## src/rtl/ctxr_pkg.sv

```systemverilog
// Shared constants for the coprocessor restore responder.
// Assumes a 32-bit register window with code and length fields at fixed bits.
package ctxr_pkg;
    typedef enum logic [1:0] {
        SEL_RESTORE = 2'd0,
        SEL_OPERAND = 2'd1,
        SEL_CONTROL = 2'd2,
        SEL_SPARE   = 2'd3
    } reg_sel_e;

    localparam int WORD_W    = 32;
    localparam int CODE_LSB  = 24;
    localparam int CODE_W    = 8;
    localparam int LEN_LSB   = 16;
    localparam int LEN_W     = 8;
    localparam int ABORT_BIT = 0;
    localparam int BEAT_BYTES = WORD_W / 8;
    localparam logic [WORD_W-1:0] INVALID_WORD = 32'h0100_0000;
endpackage

```

## src/rtl/ctxr_fmt_match.sv

```systemverilog
// Decides whether a format word names a supported state frame.
// Assumes NUM_FMT (code, length) pairs packed 8 bits each, entry 0 lowest.
module ctxr_fmt_match
    import ctxr_pkg::*;
#(
    parameter int NUM_FMT = 3,
    parameter logic [NUM_FMT*CODE_W-1:0] CODES = {8'h60, 8'h42, 8'h41},
    parameter logic [NUM_FMT*LEN_W-1:0]  LENS  = {8'h00, 8'h0C, 8'h08}
) (
    input  logic [WORD_W-1:0] word,
    output logic              hit
);
    logic [NUM_FMT-1:0] hit_v;
    logic [CODE_W-1:0]  code_f;
    logic [LEN_W-1:0]   len_f;

    assign code_f = word[CODE_LSB +: CODE_W];
    assign len_f  = word[LEN_LSB +: LEN_W];

    // One comparator per configured pair: both fields must match.
    for (genvar i = 0; i < NUM_FMT; i++) begin : g_pair
        assign hit_v[i] = (code_f == CODES[i*CODE_W +: CODE_W]) &&
                          (len_f  == LENS[i*LEN_W +: LEN_W]);
    end

    assign hit = |hit_v;
endmodule

```

## src/rtl/ctxr_seq.sv

```systemverilog
// Restore sequencer: holds the restore register, remaining byte count,
// completion and error flags, and issues the abort pulse.
// Assumes configured frame lengths are multiples of the 4-byte beat.
module ctxr_seq
    import ctxr_pkg::*;
(
    input  logic              clk,
    input  logic              rst_n,
    input  logic              wr,
    input  reg_sel_e          sel,
    input  logic [WORD_W-1:0] wdata,
    input  logic              fmt_hit,
    output logic [WORD_W-1:0] restore_q,
    output logic              abort_op,
    output logic              fire,
    output logic              fire_last,
    output logic              restore_done,
    output logic              proto_err
);
    logic [LEN_W-1:0] remaining;
    logic             restore_wr;
    logic             operand_wr;
    logic             ctrl_abort;
    logic             active;
    logic [LEN_W-1:0] new_len;

    // Decode the write strobe into per-register events.
    always_comb begin
        restore_wr = wr && (sel == SEL_RESTORE);
        operand_wr = wr && (sel == SEL_OPERAND);
        ctrl_abort = wr && (sel == SEL_CONTROL) && wdata[ABORT_BIT];
        new_len    = wdata[LEN_LSB +: LEN_W];
        active     = (remaining != '0);
        fire       = operand_wr && active;
        fire_last  = fire && (remaining <= LEN_W'(BEAT_BYTES));
    end

    // One-cycle abort request after each restore-register write.
    always_ff @(posedge clk) begin
        if (!rst_n) abort_op <= 1'b0;
        else        abort_op <= restore_wr;
    end

    // Restore register: echo a supported word, else the invalid code.
    always_ff @(posedge clk) begin
        if (!rst_n)          restore_q <= '0;
        else if (restore_wr) restore_q <= fmt_hit ? wdata : INVALID_WORD;
    end

    // Remaining frame bytes still to be accepted through the operand register.
    always_ff @(posedge clk) begin
        if (!rst_n)          remaining <= '0;
        else if (restore_wr) remaining <= fmt_hit ? new_len : '0;
        else if (ctrl_abort) remaining <= '0;
        else if (fire)       remaining <= fire_last ? '0 : remaining - LEN_W'(BEAT_BYTES);
    end

    // Completion flag: set by the last beat or a zero-length frame.
    always_ff @(posedge clk) begin
        if (!rst_n)          restore_done <= 1'b0;
        else if (restore_wr) restore_done <= fmt_hit && (new_len == '0);
        else if (ctrl_abort) restore_done <= 1'b0;
        else if (fire_last)  restore_done <= 1'b1;
    end

    // Sticky error for operand writes with nothing to feed.
    always_ff @(posedge clk) begin
        if (!rst_n)                     proto_err <= 1'b0;
        else if (operand_wr && !active) proto_err <= 1'b1;
    end
endmodule

```

## src/rtl/ctxr_stream_out.sv

```systemverilog
// Registers accepted operand words onto the downstream context stream.
// Assumes the consumer takes every word; no back-pressure is provided.
module ctxr_stream_out
    import ctxr_pkg::*;
(
    input  logic              clk,
    input  logic              rst_n,
    input  logic              fire,
    input  logic              fire_last,
    input  logic [WORD_W-1:0] wdata,
    output logic              ctx_valid,
    output logic              ctx_last,
    output logic [WORD_W-1:0] ctx_data
);
    // Valid and last flags, one cycle per accepted beat.
    always_ff @(posedge clk) begin
        if (!rst_n) begin
            ctx_valid <= 1'b0;
            ctx_last  <= 1'b0;
        end else begin
            ctx_valid <= fire;
            ctx_last  <= fire_last;
        end
    end

    // Data register, loaded only on an accepted beat.
    always_ff @(posedge clk) begin
        if (!rst_n)    ctx_data <= '0;
        else if (fire) ctx_data <= wdata;
    end
endmodule

```

## src/rtl/ctx_restore_resp.sv

```systemverilog
// Top of the coprocessor restore responder: register window, format check,
// restore sequencing and context stream. Reads are combinational.
module ctx_restore_resp
    import ctxr_pkg::*;
#(
    parameter int NUM_FMT = 3,
    parameter logic [NUM_FMT*8-1:0] FMT_CODES = {8'h60, 8'h42, 8'h41},
    parameter logic [NUM_FMT*8-1:0] FMT_LENS  = {8'h00, 8'h0C, 8'h08}
) (
    input  logic        clk,
    input  logic        rst_n,
    input  logic [1:0]  reg_sel,
    input  logic        reg_wr,
    input  logic [31:0] reg_wdata,
    output logic [31:0] reg_rdata,
    output logic        abort_op,
    output logic        ctx_valid,
    output logic [31:0] ctx_data,
    output logic        ctx_last,
    output logic        restore_done,
    output logic        proto_err
);
    reg_sel_e          sel;
    logic              fmt_hit;
    logic              fire;
    logic              fire_last;
    logic [WORD_W-1:0] restore_q;

    assign sel = reg_sel_e'(reg_sel);

    ctxr_fmt_match #(
        .NUM_FMT (NUM_FMT),
        .CODES   (FMT_CODES),
        .LENS    (FMT_LENS)
    ) u_match (
        .word (reg_wdata),
        .hit  (fmt_hit)
    );

    ctxr_seq u_seq (
        .clk          (clk),
        .rst_n        (rst_n),
        .wr           (reg_wr),
        .sel          (sel),
        .wdata        (reg_wdata),
        .fmt_hit      (fmt_hit),
        .restore_q    (restore_q),
        .abort_op     (abort_op),
        .fire         (fire),
        .fire_last    (fire_last),
        .restore_done (restore_done),
        .proto_err    (proto_err)
    );

    ctxr_stream_out u_out (
        .clk       (clk),
        .rst_n     (rst_n),
        .fire      (fire),
        .fire_last (fire_last),
        .wdata     (reg_wdata),
        .ctx_valid (ctx_valid),
        .ctx_last  (ctx_last),
        .ctx_data  (ctx_data)
    );

    // Read mux: only the restore register is readable.
    always_comb begin
        reg_rdata = (sel == SEL_RESTORE) ? restore_q : '0;
    end
endmodule

```

## config.mk

```make
export PLATFORM = sky130hd
export DESIGN_NAME = ctx_restore_resp
export DESIGN_NICKNAME = d
export VERILOG_FILES = /design/src/rtl/ctxr_pkg.sv /design/src/rtl/ctxr_fmt_match.sv /design/src/rtl/ctxr_seq.sv /design/src/rtl/ctxr_stream_out.sv /design/src/rtl/ctx_restore_resp.sv
export SDC_FILE = /design/constraint.sdc
export NUM_CORES = 1
export LEC_CHECK = 0
export BUFFER_PORTS_ARGS = -buffer_cell sky130_fd_sc_hd__buf_2
export CORE_UTILIZATION = 40
export CTS_CLUSTER_DIAMETER = 150
export DETAILED_ROUTE_END_ITERATION = 12
export PLACE_DENSITY_LB_ADDON = 0.12
export SLEW_MARGIN = 25
export SYNTH_ARGS = -nofsm -noshare
export SYNTH_HDL_FRONTEND = slang
export SYNTH_SLANG_ARGS = --single-unit
```

## constraint.sdc

```tcl
create_clock -name clk -period 2.72 [get_ports clk]
set_clock_uncertainty 0.15 [all_clocks]
set_input_delay 0.272 -clock clk [delete_from_list [all_inputs] [get_ports clk]]
set_output_delay 0.272 -clock clk [all_outputs]
set_load 0.1 [all_outputs]
```

==> impl_metrics.json <==
{
  "antennaDiodeCount": 0,
  "start_util_pct": 41.3,
  "overflow": 0,
  "io_pins": 106,
  "syn_area_um2": 3000,
  "grt_pass1_vias": 2308,
  "yosysTopAreaCell": "dfxtp_1",
  "fin_crit_sh_pct": 85.5,
  "async_flop_share_pct": 0,
  "fin_nets": 477,
  "numClockSinks": 77,
  "ys_types": 41,
  "fin_ws_ns": 0.396,
  "ys_seq_area_share_pct": 51.4,
  "worstSetupEndpointType": "flop",
  "final_max_slew_viol_count": 0,
  "tightestPinTransition_ns": 0.687,
  "ir_drop_mv": 0.285,
  "r2r_cells": 7,
  "path_class": "flop to flop",
  "postSynthCellCount": 330,
  "p_leak_nw": 1.80,
  "setup_viol_count_final": 0,
  "dr_wl_met3_um": 539,
  "fin_crit_ns": 2.32,
  "grt_usage_pct": 18.8,
  "reg2reg_slack_ns": 0.40,
  "wl_mm": 7.21,
  "syn-num-nets": 369,
  "grt_max_degree": 39,
  "path_max_fanout": 22,
  "die_y_um": 88.6,
  "fp.dieW_um": 88.6,
  "rr_endpoint": "u_out.ctx_data[27]",
  "hold_path_end": "u_seq.restore_q[3]",
  "grt_pass1_wl_mm": 11.2,
  "dp_slack_ns": 0.400,
  "area_growth_pct": 30.4,
  "dr_wl_met2_mm": 3.05,
  "wl_per_cell_um": 13.3,
  "hp-start": "reg_wdata[3]",
  "hp-class": "input port to flop",
  "drc_errors": 0,
  "clock_path_buffers": 2,
  "cts_tree": "built",
  "hpwl_mm": 4.96,
  "portBuffers": 105,
  "dieArea_um2": 7840,
  "switching_power_w": 0.000579,
  "final_hold_viol_count": 0,
  "swShare_pct": 24.3,
  "rows": 31,
  "outcome": "complete, no violations",
  "p_comb_share_pct": 8.6,
  "power_density_nw_per_um2": 611,
  "worstSetupStartpointType": "flop",
  "yosysMostFrequentCell": "dfxtp_1",
  "cts_root_buf": "clkbuf_8",
  "vias": 2668,
  "cts.clk_slew.worst_paths_ns": 0.08,
  "ctsResizeCount": 0,
  "slew_headroom_pct": 54.1,
  "top_layer": "met4",
  "pwr-share-clk_pct": 43.5,
  "ant_nets": 0,
  "synth_top_area_share_pct": 51.4,
  "max-cap-violations": 0,
  "viasPerCell": 4.92,
  "clkLatencyLatePin_ns": 0.34,
  "yosys-top-cells-area": "dfxtp_1 51%, and2_1 9.4%, nand2_1 8.3%",
  "seq_power_share_pct": 47.9,
  "internal-power_w": 0.00181,
  "total_power_w": 0.00239,
  "arrival_ns": 2.38,
  "synth_edf_count": 0,
  "synth_flop_cell": "dfxtp_1",
  "critical_path_required_ns": 2.78,
  "crit_path_start": "u_seq.remaining[3]",
  "fmaxAchievable_mhz": 430,
  "antenna_found_initial": 0,
  "synthTopCellsByCount": "77 x dfxtp_1, 66 x nand2_1, 45 x and2_1, 38 x a21oi_1, 19 x a22o_1",
  "syn_area_per_cell_um2": 9.08,
  "rsz0062_at_grt": "false",
  "layout-drive-gt1-share_pct": 30.7,
  "htree_num_levels": 3,
  "gp_congestion": 0.859,
  "core_region_area_um2": 7250,
  "first_pass_iters": 4,
  "drtIter0Drc": 106,
  "synth_warnings": 0,
  "ys_ff_latch": 77,
  "numCtsBuffers": 9,
  "reg2reg_from": "u_seq.remaining[3]",
  "wl_met1_mm": 3.51,
  "whs_ns": 0.00897,
  "post_cts_buffers": 0,
  "holdPathStages": 2,
  "fin_setup_tns_ns": 0
}
metal layers:
layer / GRT usage [%] / up-vias
li1: - / 1341
met1: 26.2 / 1220
met2: 27.2 / 95
met3: 4.94 / 12
met4: 8.06 / 0
met5: 0 / -
worst max-delay path by stage:
stage                    endpoint  slack [ns]
2_1_floorplan  u_out.ctx_data[22]        0.77
3_3_place_gp   u_out.ctx_data[10]        0.46
3_5_place_dp   u_out.ctx_data[27]        0.40
4_1_cts        u_out.ctx_data[12]        0.38
5_1_grt        u_out.ctx_data[16]        0.27
6_report       u_out.ctx_data[27]        0.40
flip-flops by register name (all words and copies together) (netlist names):
| signal | cells |
|---|---|
| u_out.ctx_data | 32 |
| u_out.ctx_last | 1 |
| u_out.ctx_valid | 1 |
| u_seq.abort_op | 1 |
| u_seq.proto_err | 1 |
| u_seq.remaining | 8 |
| u_seq.restore_done | 1 |
| u_seq.restore_q | 32 |
worst max-delay path, cell delays in order, from the launching register on:
cell	delay, ns
dfxtp_1	0.32
inv_1	0.09
ha_1	0.24
or3b_2	0.52
o21a_1	0.40
buf_4	0.32
nand2_1	0.09
a21oi_1	0.06
final cells by class:
class,instances,area (um2)
Fill cell,691,3340
Inverter,5,18.8
Timing Repair Buffer,117,646
Tap cell,99,124
Multi-Input combinational cell,228,1340
Clock buffer,9,124
Clock inverter,7,121
Sequential cell,77,1540
what timing repair did:
action                     in CTS  in global routing
hold buffers                    7                  0
setup endpoints to repair       0                  0
hold endpoints to repair        7                  0
power by group through the flow:
stage,sequential [W],combinational [W],clock [W]
2_1_floorplan,0.00123,0.0000692,0
3_3_place_gp,0.00117,0.000198,0
3_5_place_dp,0.00117,0.000199,0
4_1_cts,0.00114,0.000207,0.00106
5_1_grt,0.00114,0.000223,0.00112
6_report,0.00114,0.000206,0.00104
per-stage QoR:
step	cells	area, um2	utilization [%]
after floorplan	330	3000	-
after global placement	519	3590	49.5
after detailed placement	519	3590	49.6
after CTS	542	3910	53.9
after global routing	542	3910	53.9
final	542	3910	53.9
logic make-up after synthesis:
kind of cell / synth area share (%)
adders and majority gates: 0.835
DFF: 51.4
and+or+nand+nor: 25.9
AOI/OAI and AO/OA: 17.5
buffers and inverters: 4.38
cells in the final DEF, fill, tap and decap left out, drive strengths merged, types with 2 or more instances in the layout:
| cell | Yosys | layout |
|---|---|---|
| bufinv | 0 | 3 |
| dlygate4sd3 | 0 | 7 |
| and2 | 45 | 45 |
| buf | 10 | 110 |
| clkinv | 0 | 3 |
| nand4b | 3 | 3 |
| o21ai | 5 | 5 |
| nor4b | 2 | 2 |
| nand3 | 2 | 2 |
| inv | 5 | 6 |
| nor3 | 3 | 3 |
| a22o | 19 | 19 |
| nand3b | 2 | 2 |
| a211oi | 3 | 3 |
| or3b | 3 | 3 |
| o211a | 2 | 2 |
| dfxtp | 77 | 77 |
| nand2b | 2 | 2 |
| and3 | 2 | 2 |
| or4 | 2 | 2 |
| nor2 | 8 | 8 |
| nand2 | 66 | 66 |
| a21oi | 39 | 39 |
| or3 | 3 | 3 |
| a31oi | 2 | 2 |
| o221a | 2 | 2 |
| ha | 2 | 2 |
| clkbuf | 10 | 9 |
No activity file was read; power rests on OpenSTA's default activity.
